$ cat config.mk
export PLATFORM = sky130hd
export DESIGN_NAME = initiation_gate
export DESIGN_NICKNAME = d
export VERILOG_FILES = /design/src/rtl/initiation_gate_pkg.sv /design/src/rtl/initiation_gate_source.sv /design/src/rtl/initiation_gate_merge.sv /design/src/rtl/initiation_gate_hold.sv /design/src/rtl/initiation_gate.sv
export SDC_FILE = /design/constraint.sdc
export NUM_CORES = 1
export LEC_CHECK = 0
export BUFFER_PORTS_ARGS = -buffer_cell sky130_fd_sc_hd__buf_4
export CAP_MARGIN = 20
export CORE_AREA = 3 3 40 42
export DETAILED_ROUTE_END_ITERATION = 7
export DIE_AREA = 0 0 43 45
export GPL_TIMING_DRIVEN = 0
export HOLD_SLACK_MARGIN = 0.1
export SYNTH_ARGS = -nofsm -noshare
export SYNTH_HDL_FRONTEND = slang
export SYNTH_SLANG_ARGS = --single-unit
$ cat constraint.sdc
create_clock -name clk -period 0.8 [get_ports clk]
set_input_delay 0.12 -clock clk [delete_from_list [all_inputs] [get_ports clk]]
set_output_delay 0.12 -clock clk [all_outputs]
set_load 0.03 [all_outputs]
$ cat src/rtl/initiation_gate_pkg.sv
package initiation_gate_pkg;

   typedef enum logic [0:0] {
      CV_FROM_PARAM = 1'b0,
      CV_FROM_PORT  = 1'b1
   } cv_src_e;

   localparam int unsigned MAX_LAT = 64;

endpackage

$ cat src/rtl/initiation_gate_source.sv
module initiation_gate_source
   import initiation_gate_pkg::*;
#(
   parameter int unsigned      N_LAT    = 8,
   parameter cv_src_e          CV_SRC   = CV_FROM_PARAM,
   parameter logic [N_LAT-1:0] CV_PARAM = '1
) (
   input  logic [N_LAT-1:0] cfg_cv,
   output logic [N_LAT-1:0] cv
);

   generate
      if (CV_SRC == CV_FROM_PORT) begin : g_port
         assign cv = cfg_cv;
      end else begin : g_param
         logic cfg_unused;
         assign cfg_unused = ^cfg_cv;
         assign cv         = CV_PARAM;
      end
   endgenerate

endmodule

$ cat src/rtl/initiation_gate_merge.sv
module initiation_gate_merge #(
   parameter int unsigned N_LAT = 8
) (
   input  logic [N_LAT-1:0] cur,
   input  logic             load,
   input  logic [N_LAT-1:0] cv,
   output logic [N_LAT-1:0] nxt
);

   // Per bit: take the neighbour above (one cycle closer), then merge the vector.
   genvar k;
   generate
      for (k = 0; k < N_LAT; k++) begin : g_bit
         if (k == N_LAT - 1) begin : g_top
            assign nxt[k] = load & cv[k];
         end else begin : g_mid
            assign nxt[k] = cur[k+1] | (load & cv[k]);
         end
      end
   endgenerate

endmodule

$ cat src/rtl/initiation_gate_hold.sv
module initiation_gate_hold #(
   parameter int unsigned N_LAT = 8
) (
   input  logic             clk,
   input  logic             rst,
   input  logic [N_LAT-1:0] cv,
   input  logic [N_LAT-1:0] nxt,
   input  logic             grant,
   output logic [N_LAT-1:0] state,
   output logic             fresh
);

   always_ff @(posedge clk) begin
      if (rst) begin
         state <= cv;
         fresh <= 1'b1;
      end else begin
         state <= nxt;
         if (grant) fresh <= 1'b0;
      end
   end

endmodule

$ cat src/rtl/initiation_gate.sv
module initiation_gate
   import initiation_gate_pkg::*;
#(
   parameter int unsigned      N_LAT    = 8,
   parameter cv_src_e          CV_SRC   = CV_FROM_PARAM,
   parameter logic [N_LAT-1:0] CV_PARAM = N_LAT'(8'h9D)
) (
   input  logic             clk,
   input  logic             rst,
   input  logic             req,
   input  logic [N_LAT-1:0] cfg_cv,
   output logic             allow,
   output logic             grant
);

   generate
      if (N_LAT < 1 || N_LAT > MAX_LAT) begin : g_bad_width
         $error("initiation_gate: N_LAT out of range");
      end
      if (CV_SRC == CV_FROM_PARAM && CV_PARAM[N_LAT-1] == 1'b0) begin : g_bad_cv
         $error("initiation_gate: top bit of CV_PARAM must mark the largest forbidden latency");
      end
   endgenerate

   logic [N_LAT-1:0] cv_eff;
   logic [N_LAT-1:0] state;
   logic [N_LAT-1:0] cur;
   logic [N_LAT-1:0] nxt;
   logic             fresh;
   logic             load;

   initiation_gate_source #(
      .N_LAT   (N_LAT),
      .CV_SRC  (CV_SRC),
      .CV_PARAM(CV_PARAM)
   ) u_source (
      .cfg_cv(cfg_cv),
      .cv    (cv_eff)
   );

   // Until the first launch nothing is in flight, so every cycle is open.
   assign allow = fresh | ~state[0];
   assign grant = req & allow;
   assign cur   = fresh ? '0 : state;
   assign load  = grant | fresh;

   initiation_gate_merge #(
      .N_LAT(N_LAT)
   ) u_merge (
      .cur (cur),
      .load(load),
      .cv  (cv_eff),
      .nxt (nxt)
   );

   initiation_gate_hold #(
      .N_LAT(N_LAT)
   ) u_hold (
      .clk  (clk),
      .rst  (rst),
      .cv   (cv_eff),
      .nxt  (nxt),
      .grant(grant),
      .state(state),
      .fresh(fresh)
   );

endmodule

Word level (Yosys, flattened, before mapping). Index checks and enable logic that the tools add are counted.

Output and inout bits: 2. Input bits: 11. Logic and storage cells: 13. Bits in registers: 9.

Reduce and logical (&&, ||, !) cells: 1. Bitwise operators: 8. Muxes and demuxes: 1.

Operators with widths (number): $mux 6 (1); $or 1x1->1 (6); $reduce_or 2->1 (1); $and 1x1->1 (1); $not 1->1 (1).

Depth between registers and ports, before layout. Gate-level depths: netlist of the first run.

Depth after elaboration: 5. Mapped depth: 2. Gate-level depth less buffers: 2.

Modules after synthesis. Synthesis of the first run repeated with hierarchy kept, for this count alone.

Cell total of the unflattened synthesis: 51. Area total of the unflattened synthesis: 550.5 sq um.

By module, submodules not included: initiation_gate_hold (area an instance 324.1 sq um, cells an instance 20, times used 1); initiation_gate (area an instance 87.6 sq um, cells an instance 12, times used 1); initiation_gate_merge (area an instance 71.3 sq um, cells an instance 9, times used 1); initiation_gate_source (area an instance 67.6 sq um, cells an instance 10, times used 1).

Least setup slack after synthesis of the first run. No wires, ideal clock.

Path kind: flip-flop to output port. Start: reg u_hold.fresh. End: out grant. Data required time: 0.680 ns. Stages on the path, launching flop included: 3. Buffers on the path: 0. Slack: -0.351 ns. Arrival: 1.031 ns. Cell sequence: dfxtp_1 nand2b_1 and2_1.

Cells in the longest elaborated chain, start to end: 2.

RTL lines: from (decl) (line initiation_gate_hold.sv:10) `output logic fresh`; from (signal assigned) (line initiation_gate_hold.sv:16) `fresh <= 1'b1;`; from (signal assigned) (line initiation_gate_hold.sv:19) `if (grant) fresh <= 1'b0;`; $or 1x1->1 (line initiation_gate.sv:42) `assign allow = fresh | ~state[0];`; named net allow (line initiation_gate.sv:12) `output logic allow,`; $and 1x1->1 (line initiation_gate.sv:43) `assign grant = req & allow;`; to (decl) (line initiation_gate.sv:13) `output logic grant`.

The timed path passes the listed nets, and every way through them passes these cells.

Worst setup path after layout of the first run.
Start: reg u_hold.fresh. End: out grant.

Cells in the longest elaborated chain, start to end: 2.

RTL lines (line): $or 1x1->1 (initiation_gate.sv:42); $and 1x1->1 (initiation_gate.sv:43).

No other way between the ends.

==> results of run 1 <==
placed cells by master (no fill, tap or decap):
cell type and count:
clkbuf_1 1, and2_1 3, a21o_1 1, nand3b_1 4, nand2b_4 1, nand2b_1 1
inv_1 1, clkbuf_4 3, nor2_4 1, dfxtp_1 8, nand2_1 1, and2_4 1
buf_6 1, buf_4 4, dfxtp_4 1
path summary, 6_finish.rpt:
| path | cells after the start | to | slack, ns | from |
|---|---|---|---|---|
| hold reg to reg | 1 | u_hold.state[3] | 0.41 | u_hold.state[4] |
| setup reg to reg | 3 | u_hold.state[3] | -0.02 | u_hold.fresh |
| hold / removal | 2 | u_hold.fresh | 0.07 | rst |
| setup / recovery | 3 | grant | -0.31 | u_hold.fresh |
critical path, delay by kind of cell (launching register included):
kind / cells / cell delay, ns
buf+inv: 1 / 0.13
simple gates: 2 / 0.26
flops: 1 / 0.34
logic make-up after synthesis:
family / count (synthesis)
AND/OR/NAND/NOR: 12
AO/OA/AOI/OAI: 1
flip-flops: 9
buffers and inverters: 1
routing by layer:
metal	share of wire, %	up-vias	global-route usage (%)	wire length, um
met2	38	7	7.49	147
met1	46	77	6.08	175
met4	2.9	0	3.61	11
li1	-	90	-	-
met5	0	-	0	0
met3	12	4	6.37	46
stage by stage:
stage	power, W	util, %	setup slack (ns)	std cells
3_5_place_dp	0.000564	26.0	-0.0601	42
3_3_place_gp	0.000561	26.0	-0.0508	42
4_1_cts	0.000915	28.3	-0.329	46
5_1_grt	0.000959	29.1	-0.353	47
6_report	0.000895	29.1	-0.311	47
2_1_floorplan	0.000536	-	-0.0415	23
registers in the layout (all words and copies together), names as in the netlist:
name	flops
u_hold.state	8
u_hold.fresh	1
what timing repair did:
item | CTS | global route
buffers inserted | 0 | 1
pin swaps | 0 | 2
gates resized for setup | 1 | 1
endpoints found under the hold margin | 4 | 2
setup endpoints to repair | 3 | 7
layout make-up:
class	count	share of cell area (%)
Tap cell	15	5.02
Multi-Input combinational cell	13	26.8
Inverter	1	1.00
Sequential cell	9	49.2
Timing Repair Buffer	5	11.0
Clock buffer	4	7.02
power groups by stage:
| stage | Clock (W) | Sequential (W) | Combinational, W |
|---|---|---|---|
| 3_3_place_gp | 0 | 0.000487 | 0.0000742 |
| 4_1_cts | 0.000358 | 0.000478 | 0.0000800 |
| 3_5_place_dp | 0 | 0.000488 | 0.0000764 |
| 2_1_floorplan | 0 | 0.000486 | 0.0000505 |
| 5_1_grt | 0.000389 | 0.000476 | 0.0000933 |
| 6_report | 0.000335 | 0.000474 | 0.0000850 |
==> qor.csv, run 1 <==
stage;metric;value;unit
worst_setup_path;slowest stage delay, CP;0.34;ns
worst_setup_path;Critical Path Source Type;flop;
power;Reg power frac;53.0;%
power;VDD IR max;0.974;mV
global_route;first-pass GRT wire length;786;um
cts;clock sinks;9;
layout;area occupied by registers;184;sq um
placement;placed cell areas;334;sq um
cts;Clock Latency Late Sink;0.26;ns
sta;max-slew violation count;0;
sta;slew of the pin with the lowest slew margin;0.167;ns
route;routed len/inst;8.13;um
die;DIE AREA;1940;sq um
cts;H-tree lvl count;1;
global_route;vias in the first global route;196;
worst_setup_path;Worst Path Arrival;0.99;ns
synth;synthesized-area fraction occupied by xor and xnor cells;0;%
route;DRT Wirelength;382;um
synth;Unique masters post-synth;8;
synth;dominant synthesized flop cell;dfxtp_1;
route;number of iterations in the first detailed-routing pass;2;
route;DR iter-0 viols;2;
cts;CTS tree;built;
power;PD cells;2390;nW/um^2
die;Starting Density;21.3;%
synth;EDFF count, synth;0;
layout;Fillers;135;
synth;Synth top area share;65.8;%
global_route;All-Layer GR Usage;6.02;%
cts;worst-case clock buffer depth;2;
worst_setup_path;Req. time, crit path;0.68;ns
hold_path;Tightest Hold Check Type;in -> reg;
synth;post-synthesis compound-gate area fraction;2.74;%
sta;WHS;0.0714;ns
die;Rows;13;
synth;Synth area leaders;dfxtp_1, nand3b_1, and2_1, nand2b_1, nor2_4;
synth;Synth Register Bits;9;
power;Int Pwr;0.000703;W
sta;Sum Neg Setup Slack;-0.638;ns
sta;Final WS setup;-0.311;ns
die;core area;1280;sq um
synth;Mapped Cells;23;
global_route;gr ovfl total;0;
sta;min Tclk post-route;1.11;ns
sta;Worst Skew;0.00499;ns
worst_setup_path;CP max-delay cell;dfxtp_4;
placement;PortBufs;4;
status;run status;complete, but fails checks;
synth;mux cell area share after synthesis;0;%
placement;RePlAce Congestion;0.673;
synth;Post-Syn Area;274;sq um
sta;Peak Freq;900;MHz
sta;period utilization;139;%
synth;sequential-to-total area share from yosys stat;65.8;%
synth;Yosys warnings;0;
sta;RSZ-0062 raised after global routing;true;
power;clock power share;37.5;%
sta;Slew HR;88.9;%
layout;Syn-to-layout area delta;36.5;%
worst_setup_path;CP Cell Sequence;nand2b_4 > and2_4 > buf_6;
route;DRC;0;
power;Leak;0.159;nW
power;Switching Fraction;21.4;%
global_route;initial antenna violation count;0;
layout;layout cells sized above 1;37.5;%
layout;diodes inserted;0;
global_route;largest net degree at the start of global routing;9;
layout;post-route cell area;374;sq um
cts;CTS Buf Count;3;
synth;largest family of logic cells by synthesized area;simple AND/OR/NAND/NOR gates;
synth;count leader, synth;dfxtp_1;
sta;final setup fails;9;
cts;root buf cell;clkbuf_4;
power;combinational share of power;9.5;%
job;Max Cap Viol;0;
synth;adder-cell share of the synthesized area;0;%
layout;nets;44;
synth;area leader, netlist;dfxtp_1;
layout;footprint of the multi-input gates;100;sq um
power;Net Switching;0.000191;W
worst_setup_path;crit end category;output pin;
sta;Final Hold Vio Count;0;
route;Antenna Nets Post-Route;0;
die;Die W;43;um
synth;simple-gate share of the synthesized area;30.1;%
synth;top post-synthesis cells by count;dfxtp_1, and2_1, nand3b_1;
die;die height;45;um
synth;Syn Nets;34;
synth;Async SR Flop Fraction;0;%
worst_setup_path;crit-path max FO;3;
route;overall via count from detail_route;178;
route;vias per cell;3.79;
worst_setup_path;kind of critical path;reg -> out;
cts;Reg clk slew, reported paths;0.06;ns
die;I/O pin count;13;
status;violated checks;setup timing;
synth;Avg Inst Size Synth;11.9;sq um
Power figures use the tool's default switching activity.
==> run 2, diff against run 1 <==
PLACE_DENSITY = 0.46   (was not set)
clock period = 1.2 ns   (was 0.8 ns; I/O delays follow)
==> run 2 against run 1 <==
  * The flow now finishes without violations
  * Utilization is 0.19 points lower
  * Combinational power is 32% lower
  * First-iteration DRC count decreased by 50%
  * Register-to-register slack better by 0.39 ns
  * Global-route usage down 0.50 points
  * Sequential share of layout area is 0.34 points lower
  * Setup slack gained 0.35 ns
  * Critical path type unchanged
  * Largest power group unchanged
==> qor.csv, run 2 (synthesized netlist as in run 1, its figures left out) <==
stage;metric;value;unit
worst_setup_path;Req. time, crit path;1.02;ns
worst_setup_path;kind of critical path;reg -> out;
route;Antenna Nets Post-Route;0;
layout;area occupied by registers;181;sq um
die;Starting Density;21.3;%
sta;Sum Neg Setup Slack;0;ns
layout;most common cell after layout, fill and taps aside;dfxtp_1;
hold_path;Tightest Hold Check Type;in -> reg;
die;die height;45;um
status;run status;complete, no violations;
sta;slew of the pin with the lowest slew margin;0.171;ns
power;Leak;0.158;nW
sta;Worst Skew;0.00508;ns
layout;Syn-to-layout area delta;35.6;%
cts;worst-case clock buffer depth;2;
cts;CTS Buf Count;3;
job;Max Cap Viol;0;
die;DIE AREA;1940;sq um
worst_setup_path;CP Cell Sequence;nand2b_4 > and2_4 > buf_6;
power;total power draw;0.000593;W
placement;Placement Setup Slack;0.177;ns
worst_setup_path;Crit path buffers/inverters;1;
layout;layout cells sized above 1;37.5;%
layout;Largest Register;u_hold.state;
sta;max-slew violation count;0;
sta;Peak Freq;864;MHz
route;vias per cell;3.72;
global_route;first-pass GRT wire length;724;um
layout;diodes inserted;0;
worst_setup_path;R2R Setup Slk;0.37;ns
sta;final setup fails;0;
route;number of iterations in the first detailed-routing pass;2;
cts;CTS tree;built;
global_route;largest net degree at the start of global routing;9;
sta;Final WS setup;0.0427;ns
cts;Reg clk slew, reported paths;0.06;ns
layout;biggest regs;u_hold.state (8), u_hold.fresh (1);
placement;RePlAce Congestion;0.692;
worst_setup_path;Worst Path Arrival;0.98;ns
die;Rows;13;
sta;Slew HR;88.6;%
route;DRC;0;
global_route;initial antenna violation count;0;
placement;placed cells;42;
placement;PortBufs;4;
sta;RSZ-0062 raised after global routing;false;
layout;commonest cells after routing, fill and taps aside;dfxtp_1, nand3b_1, buf_4;
global_route;gr ovfl total;0;
route;routed len/inst;8.26;um
layout;number of flip-flops in the largest register;8;
sta;min Tclk post-route;1.16;ns
worst_setup_path;crit-path max FO;2;
route;DRT Wirelength;388;um
cts;Clock Latency Late Sink;0.25;ns
route;overall via count from detail_route;175;
layout;Final Core Density;28.9;%
worst_setup_path;CP top delay family;flip-flops;
cts;root buf cell;clkbuf_4;
sta;Final Hold Vio Count;0;
global_route;All-Layer GR Usage;5.52;%
die;core area;1280;sq um
layout;nets;44;
sta;period utilization;96.4;%
die;I/O pin count;13;
die;Die W;43;um
layout;Fillers;130;
cts;H-tree lvl count;1;
worst_setup_path;slowest stage delay, CP;0.32;ns
worst_setup_path;Critical Path Source Type;flop;
cts;clock sinks;9;
power;PD cells;1600;nW/um^2
cts;hold_buf cts;0;
layout;footprint of the multi-input gates;100;sq um
worst_setup_path;CP max-delay cell;dfxtp_2;
route;DR iter-0 viols;1;
global_route;vias in the first global route;184;
layout;Finished Layout Cells;47;
worst_setup_path;crit end category;output pin;
power;VDD IR max;0.859;mV
## run 2: changes by cell type in the layout (fill, tap and decap cells not counted)
cell / change
dfxtp_2: +1
dfxtp_4: -1
## run 2: metal layers
layer	wire length, um	share of wire [%]	global-route usage, %	up-vias
met1	177	46	5.37	76
met2	167	43	7.78	7
met3	43	11	5.98	0
li1	-	-	-	92
met4	0	0	1.81	0
met5	0	0	0	-
## run 2: what timing repair did
item,in CTS,in global routing
endpoints found under the setup margin,1,0
gates resized for setup,4,0
buffers inserted,1,0
## run 2: worst register-to-register path, delay by kind of cell, from the launching register on
kind | cells | cell delay, ns
DFF | 1 | 0.32
buffers and inverters | 1 | 0.14
and+or+nand+nor | 2 | 0.26
## run 2: power breakdown
part           internal [W]  switching, W
sequential         0.000312    0.00000456
clock              0.000127     0.0000913
combinational     0.0000304     0.0000276
total              0.000470      0.000123
## run 2: stage by stage
step                cell area, sq um  hold slack [ns]
global route                     372            0.140
global placement                 324            0.384
floorplan                        275            0.266
CTS                              372            0.139
finish                           372            0.140
detailed placement               324            0.405
## run 2: cell type report
cell class                 instances  share of cell area, %
sequential                         9                   48.8
multi-input combinational         13                   26.9
timing repair buffer               5                   11.1
clock buffer                       4                   7.07
tap                               15                   5.05
inverter                           1                   1.01
## run 2: final timing paths
check,from,endpoint,depth (start not counted)
worst max-delay path,u_hold.fresh,grant,3
worst min-delay path,rst,u_hold.fresh,2
worst max register to register,u_hold.fresh,u_hold.state[4],3
worst min register to register,u_hold.state[5],u_hold.state[4],1
